--- src/rtl/smb_cfg_pkg.sv ---
package smb_cfg_pkg;

    localparam int NREG = 5;

    typedef enum logic [3:0] {
        ST_IDLE,
        ST_ADDR,
        ST_ADDR_ACK,
        ST_OFFS,
        ST_OFFS_ACK,
        ST_CNT,
        ST_CNT_ACK,
        ST_WDATA,
        ST_WDATA_ACK,
        ST_RD_TX,
        ST_RD_ACK,
        ST_RD_NXT,
        ST_WAIT
    } smb_state_e;

    // power-up value of register idx
    function automatic logic [7:0] reg_default(input int idx, input logic [7:0] id_val);
        case (idx)
            0:       return 8'h07;
            1:       return 8'hFF;
            4:       return id_val;
            default: return 8'h00;
        endcase
    endfunction

    // bits that a bus write may change
    function automatic logic [7:0] reg_wmask(input int idx);
        case (idx)
            0:       return 8'hC7;
            1, 2, 3: return 8'hFF;
            default: return 8'h00;
        endcase
    endfunction

endpackage

--- src/rtl/smb_line_sync.sv ---
module smb_line_sync #(
    parameter int STAGES = 2
) (
    input  logic clk,
    input  logic rst_n,
    input  logic scl_i,
    input  logic sda_i,
    output logic scl_s,
    output logic sda_s,
    output logic scl_rise,
    output logic scl_fall,
    output logic start_det,
    output logic stop_det
);
    logic [STAGES-1:0] scl_ff;
    logic [STAGES-1:0] sda_ff;
    logic              scl_p;
    logic              sda_p;

    always_ff @(posedge clk or negedge rst_n) begin
        if (!rst_n) begin
            scl_ff <= '1;
            sda_ff <= '1;
            scl_p  <= 1'b1;
            sda_p  <= 1'b1;
        end else begin
            scl_ff <= {scl_ff[STAGES-2:0], scl_i};
            sda_ff <= {sda_ff[STAGES-2:0], sda_i};
            scl_p  <= scl_ff[STAGES-1];
            sda_p  <= sda_ff[STAGES-1];
        end
    end

    assign scl_s     = scl_ff[STAGES-1];
    assign sda_s     = sda_ff[STAGES-1];
    assign scl_rise  = scl_s & ~scl_p;
    assign scl_fall  = ~scl_s & scl_p;
    assign start_det = scl_s & scl_p & sda_p & ~sda_s;
    assign stop_det  = scl_s & scl_p & ~sda_p & sda_s;

endmodule

--- src/rtl/smb_cfg_regs.sv ---
module smb_cfg_regs #(
    parameter int         NREG   = 5,
    parameter int         IW     = 8,
    parameter logic [7:0] ID_VAL = 8'hA5
) (
    input  logic            clk,
    input  logic            rst_n,
    input  logic            wr_en,
    input  logic [IW-1:0]   wr_idx,
    input  logic [7:0]      wr_data,
    input  logic [IW-1:0]   rd_idx,
    output logic [7:0]      rd_data,
    output logic [NREG*8-1:0] regs_flat
);
    logic [7:0] regs_a [NREG];

    for (genvar g = 0; g < NREG; g++) begin : g_reg
        localparam logic [7:0] DEF  = smb_cfg_pkg::reg_default(g, ID_VAL);
        localparam logic [7:0] MASK = smb_cfg_pkg::reg_wmask(g);
        always_ff @(posedge clk or negedge rst_n) begin
            if (!rst_n) begin
                regs_a[g] <= DEF;
            end else if (wr_en && (wr_idx == IW'(g))) begin
                regs_a[g] <= (regs_a[g] & ~MASK) | (wr_data & MASK);
            end
        end
        assign regs_flat[g*8 +: 8] = regs_a[g];
    end

    always_comb begin
        rd_data = 8'h00;
        for (int i = 0; i < NREG; i++) begin
            if (rd_idx == IW'(i)) rd_data = regs_a[i];
        end
    end

endmodule

--- src/rtl/smb_cfg_slave.sv ---
module smb_cfg_slave #(
    parameter logic [6:0] DEV_ADDR    = 7'b1101110,
    parameter logic [7:0] ID_VAL      = 8'hA5,
    parameter int         SYNC_STAGES = 2
) (
    input  logic       clk,
    input  logic       rst_n,
    input  logic       pd_n,
    input  logic       scl_i,
    input  logic       sda_i,
    output logic       sda_pull,
    output logic [7:0] cfg_ctrl,
    output logic [7:0] cfg_oe,
    output logic [7:0] cfg_stopmask,
    output logic [7:0] cfg_rsvd,
    output logic [7:0] cfg_id
);
    import smb_cfg_pkg::*;

    localparam int IW = 8;
    localparam logic [IW-1:0] PTR_MAX = '1;

    smb_state_e state, state_nx;

    logic          scl_s, sda_s, scl_rise, scl_fall, start_det, stop_det;
    logic [7:0]    shreg;
    logic [3:0]    bitcnt;
    logic [IW-1:0] ptr;
    logic [7:0]    cnt_left;
    logic [7:0]    cnt_byte;
    logic [7:0]    rd_data;
    logic          wr_en;
    logic          byte_in;
    logic          is_rx;
    logic          ack_nx;
    logic [NREG*8-1:0] regs_flat;

    smb_line_sync #(.STAGES(SYNC_STAGES)) u_sync (
        .clk       (clk),
        .rst_n     (rst_n),
        .scl_i     (scl_i),
        .sda_i     (sda_i),
        .scl_s     (scl_s),
        .sda_s     (sda_s),
        .scl_rise  (scl_rise),
        .scl_fall  (scl_fall),
        .start_det (start_det),
        .stop_det  (stop_det)
    );

    smb_cfg_regs #(.NREG(NREG), .IW(IW), .ID_VAL(ID_VAL)) u_regs (
        .clk       (clk),
        .rst_n     (rst_n),
        .wr_en     (wr_en),
        .wr_idx    (ptr),
        .wr_data   (shreg),
        .rd_idx    (ptr),
        .rd_data   (rd_data),
        .regs_flat (regs_flat)
    );

    assign cfg_ctrl     = regs_flat[7:0];
    assign cfg_oe       = regs_flat[15:8];
    assign cfg_stopmask = regs_flat[23:16];
    assign cfg_rsvd     = regs_flat[31:24];
    assign cfg_id       = regs_flat[39:32];

    // a full byte has been shifted and SCL just went low
    assign byte_in  = scl_fall && (bitcnt == 4'd8);
    assign is_rx    = (state == ST_ADDR) || (state == ST_OFFS) ||
                      (state == ST_CNT)  || (state == ST_WDATA);
    assign ack_nx   = (state_nx == ST_ADDR_ACK) || (state_nx == ST_OFFS_ACK) ||
                      (state_nx == ST_CNT_ACK)  || (state_nx == ST_WDATA_ACK);
    assign cnt_byte = (ptr < IW'(NREG)) ? (8'(NREG) - 8'(ptr)) : 8'h00;
    assign wr_en    = (state == ST_WDATA) && (state_nx == ST_WDATA_ACK);

    // next-state logic
    always_comb begin
        state_nx = state;
        if (!pd_n) begin
            state_nx = ST_IDLE;
        end else if (stop_det) begin
            state_nx = ST_IDLE;
        end else if (start_det) begin
            state_nx = ST_ADDR;
        end else begin
            unique case (state)
                ST_IDLE:      state_nx = ST_IDLE;
                ST_ADDR: begin
                    if (byte_in) state_nx = (shreg[7:1] == DEV_ADDR) ? ST_ADDR_ACK : ST_WAIT;
                end
                ST_ADDR_ACK: begin
                    if (scl_fall) state_nx = shreg[0] ? ST_RD_TX : ST_OFFS;
                end
                ST_OFFS: begin
                    if (byte_in) state_nx = ST_OFFS_ACK;
                end
                ST_OFFS_ACK: begin
                    if (scl_fall) state_nx = ST_CNT;
                end
                ST_CNT: begin
                    if (byte_in) state_nx = (shreg == 8'h00) ? ST_WAIT : ST_CNT_ACK;
                end
                ST_CNT_ACK: begin
                    if (scl_fall) state_nx = ST_WDATA;
                end
                ST_WDATA: begin
                    if (byte_in) state_nx = (cnt_left != 8'h00) ? ST_WDATA_ACK : ST_WAIT;
                end
                ST_WDATA_ACK: begin
                    if (scl_fall) state_nx = ST_WDATA;
                end
                ST_RD_TX: begin
                    if (byte_in) state_nx = ST_RD_ACK;
                end
                ST_RD_ACK: begin
                    if (scl_rise) state_nx = sda_s ? ST_WAIT : ST_RD_NXT;
                end
                ST_RD_NXT: begin
                    if (scl_fall) state_nx = ST_RD_TX;
                end
                ST_WAIT:      state_nx = ST_WAIT;
                default:      state_nx = ST_IDLE;
            endcase
        end
    end

    // state register
    always_ff @(posedge clk or negedge rst_n) begin
        if (!rst_n) state <= ST_IDLE;
        else        state <= state_nx;
    end

    // datapath and SDA drive
    always_ff @(posedge clk or negedge rst_n) begin
        if (!rst_n) begin
            shreg    <= 8'h00;
            bitcnt   <= 4'd0;
            ptr      <= '0;
            cnt_left <= 8'h00;
            sda_pull <= 1'b0;
        end else begin
            if ((state_nx != state) || start_det || stop_det) begin
                bitcnt <= 4'd0;
            end else if (scl_rise && (is_rx || (state == ST_RD_TX)) && (bitcnt != 4'd8)) begin
                bitcnt <= bitcnt + 4'd1;
            end

            if (pd_n && is_rx && scl_rise && (state_nx == state) && (bitcnt != 4'd8)) begin
                shreg <= {shreg[6:0], sda_s};
            end

            if ((state == ST_OFFS) && (state_nx == ST_OFFS_ACK)) begin
                ptr <= shreg;
            end

            if ((state == ST_CNT) && (state_nx == ST_CNT_ACK)) begin
                cnt_left <= shreg;
            end

            if (wr_en) begin
                cnt_left <= cnt_left - 8'h01;
                if (ptr != PTR_MAX) ptr <= ptr + 1'b1;
            end

            if (state_nx == ST_RD_TX) begin
                if (state == ST_ADDR_ACK) begin
                    shreg    <= cnt_byte;
                    sda_pull <= ~cnt_byte[7];
                end else if (state != ST_RD_TX) begin
                    shreg    <= rd_data;
                    sda_pull <= ~rd_data[7];
                    if (ptr != PTR_MAX) ptr <= ptr + 1'b1;
                end else if (scl_fall) begin
                    shreg    <= {shreg[6:0], 1'b0};
                    sda_pull <= ~shreg[6];
                end
            end else if (ack_nx) begin
                sda_pull <= 1'b1;
            end else begin
                sda_pull <= 1'b0;
            end
        end
    end

endmodule

--- config.mk ---
export PLATFORM = sky130hd
export DESIGN_NAME = smb_cfg_slave
export DESIGN_NICKNAME = d
export VERILOG_FILES = /design/src/rtl/smb_cfg_pkg.sv /design/src/rtl/smb_line_sync.sv /design/src/rtl/smb_cfg_regs.sv /design/src/rtl/smb_cfg_slave.sv
export SDC_FILE = /design/constraint.sdc
export NUM_CORES = 1
export LEC_CHECK = 0
export BUFFER_PORTS_ARGS = -buffer_cell sky130_fd_sc_hd__buf_2
export CAP_MARGIN = 30
export CORE_ASPECT_RATIO = 0.5
export CORE_MARGIN = 2
export CORE_UTILIZATION = 40
export CTS_CLUSTER_DIAMETER = 100
export CTS_CLUSTER_SIZE = 24
export DETAILED_ROUTE_END_ITERATION = 16
export GPL_TIMING_DRIVEN = 0
export PLACE_DENSITY = 0.68
export SETUP_SLACK_MARGIN = 0.02
export SLEW_MARGIN = 20
export SYNTH_ARGS = -nofsm -noshare
export SYNTH_HDL_FRONTEND = slang
export SYNTH_SLANG_ARGS = --single-unit
export TNS_END_PERCENT = 10
--- constraint.sdc ---
create_clock -name clk -period 3 [get_ports clk]
set_clock_uncertainty 0.2 [all_clocks]
set_input_delay 0.15 -clock clk [delete_from_list [all_inputs] [get_ports clk]]
set_output_delay 0.15 -clock clk [all_outputs]
set_load 0.005 [all_outputs]
==> flow_summary.yaml <==
run_status:
  status: "finished clean"
global_route:
  grt_usage_pct: 20.3
  grt_antenna_before_repair: 0
  first_global_vias: 3776
  grt-ovfl-total: 0
  grt_pass1_wl_um: 19500
  grt_max_degree: 39
clock_network:
  cts_buffer_depth: 2
  worstSkewPairLatency_ps: 340
  cts_tree: "built"
  clk_pin_slew_ps: 60
  cts_made_buffers: 9
  root_buffer: "clkbuf_16"
  h-tree-depth: 3
  clock-sinks: 68
floorplanning:
  ios: 46
  floorplan.die.height_um: 79.4
  die_area_sq_um: 12300
  initial_core_util_pct: 41.2
  fp.dieW_um: 155
  row_count: 27
  core_sq_um: 11000
detailed_routing:
  drc: 0
  wl_per_cell_um: 17.3
  ant_nets: 0
  drt_wl_total_um: 11900
  drt_iter0_drc: 292
  dr.pass1.iters: 7
  vias: 3922
  via_per_inst: 5.68
layout:
  design_area_sq_um: 5420
  drive_above_1_share_pct: 30.3
  layout_common_cells: "51 x dfrtp_1, 41 x buf_2, 38 x nand2_1, 31 x mux2_2, 30 x nor2_1"
  fin_cells: 690
  antenna_cells: 0
  utilization_pct: 49.3
  final_common_cell: "dfrtp_1"
  nNetsFinal: 556
  syn2layout_area_growth_pct: 19.4
timing:
  fin_hold_ws_ps: 120
  rsz0062_at_grt: "true"
  tns_ps: 0
  max_slew_margin_pct: 49.9
  period_needed_ps: 2910
  fmax_mhz: 344
  post-route-period-util_pct: 97.0
  fin_ws_ps: 90.3
  drv_slew: 0
  hold_violations: 0
  setup_violations: 0
  tightest_slew_ps: 749
synth:
  synthesis.area_per_instance_sq_um: 9.56
  synth_seq_cells: 68
  ys_types: 78
  yosys_warnings: 0
  yosysTopAreaCellShare_pct: 28.1
  syn_area_sq_um: 4540
  synth_top_area_cell: "dfrtp_1"
  synthTopCellsByArea: "dfrtp_1 28%, dfstp_2 9.8%, mux2_2 7.7%, mux2i_1 5.1%, nand2_1 3.1%"
  synth_flop_cell: "dfrtp_1"
  synth_enable_flop_cells: 0
  syn_inst: 475
  yosysSeqAreaShare_pct: 37.9
  synthArstFlopShare_pct: 100
placement:
  post-place-ws_ps: -74.6
  dp_hpwl_um: 8520
  port_buffers: 34
  placed_area_sq_um: 4960
  globalplace.congestion: 0.899
  placedCellCount: 665
setup_path:
  worst_setup_path_start_kind: "flop"
  cp_data_required_time_ps: 3020
  worstSetupPathType: "reg2reg"
  critPathCaptureType: "flop"
  cp.arrival_ps: 2930
  worstPathMaxFanout: 10
power_and_ir_drop:
  power.total_mw: 2.18
  power_leakage_nw: 2.48
  powerDensity_nw_per_um2: 402
  ir_drop_mv: 0.296
worst_hold_path:
  min_path_type: "in2async"
flow_run:
  cap_violations: 0
## routing by layer
| layer | wire (um) | track usage, % |
|---|---|---|
| met1 | 5580 | 27.7 |
| met2 | 5440 | 32.6 |
| met3 | 746 | 4.69 |
| met4 | 142 | 5.83 |
| met5 | 0 | 0 |
## worst max-delay path: stages (launching register included)
cell	delay [ps]
dfstp_2	520
buf_6	120
nor2b_4	140
buf_6	140
nand2_4	70
or4_4	510
and3_4	200
and4_4	170
buf_6	140
buf_6	130
nand2b_1	180
o221a_2	260
## cell families (layout without fill, tap and decap cells)
kind of cell / after synthesis / count (layout) / synth area share [%]
flip-flops: 68 / 68 / 37.9
adder cells (fa/ha/maj): 11 / 11 / 3.03
XOR/XNOR: 7 / 7 / 1.35
AO/OA/AOI/OAI: 101 / 101 / 16.5
buffers and inverters: 55 / 116 / 6.53
multiplexers: 54 / 54 / 12.8
AND/OR/NAND/NOR: 177 / 177 / 21.7
other: 2 / 11 / 0.165
## registers in the layout, summed over array words and instances (netlist names)
signal and cells:
u_sync.scl_p 1, u_sync.sda_ff 2, ptr 8, state 4
u_sync.sda_p 1, cnt_left 8, sda_pull 1, u_sync.scl_ff 2
u_regs.regs_flat 29, shreg 8, bitcnt 4
## power by group
group | internal [mW] | switching, mW | leakage [nW]
clock network | 0.725 | 0.402 | 0.150
logic | 0.0470 | 0.0689 | 1.46
registers | 0.930 | 0.00843 | 0.867
## path summary, 6_finish.rpt
kind                            cells after the start                to             start  slack, ps
max in group asynchronous                           3  u_sync.scl_ff[1]             rst_n       1860
worst max-delay path                               11       cnt_left[0]      u_sync.scl_p         90
worst min register to register                      0  u_sync.sda_ff[1]  u_sync.sda_ff[0]        160
worst min-delay path                                2            ptr[2]             rst_n        120
min in group clk                                    0  u_sync.sda_ff[1]  u_sync.sda_ff[0]        160
worst max register to register                     11       cnt_left[0]      u_sync.scl_p         90
## Yosys cell counts, types with 7 or more instances
| library cell | n |
|---|---|
| nor4_1 | 7 |
| nor3b_1 | 8 |
| dfrtp_1 | 51 |
| nand3_1 | 11 |
| buf_4 | 13 |
| nor2_1 | 31 |
| inv_1 | 11 |
| dfstp_2 | 17 |
| nor3_1 | 14 |
| a221oi_1 | 8 |
| mux2_2 | 31 |
| clkbuf_1 | 18 |
| nand2_1 | 38 |
| buf_2 | 9 |
| nand2b_1 | 12 |
| a21oi_1 | 16 |
| nor2b_1 | 12 |
| o21ai_0 | 13 |
| ha_1 | 11 |
| mux2i_1 | 23 |
## repair_timing
action	4_1_cts	5_1_grt
setup endpoints to repair	46	51
endpoints found under the hold margin	64	0
buffers inserted	3	4
resized for setup	4	20
pin swaps	2	1
hold buffers	3	0
## layout make-up
cell class	count	area (sq um)
Tap cell	145	181
Fill cell	1052	5590
Sequential cell	68	1720
Timing Repair Buffer	46	280
Inverter	11	41.3
Multi-Input combinational cell	361	2620
Clock inverter	5	77.6
Buffer	43	273
Clock buffer	11	233
Power figures use the tool's default switching activity.
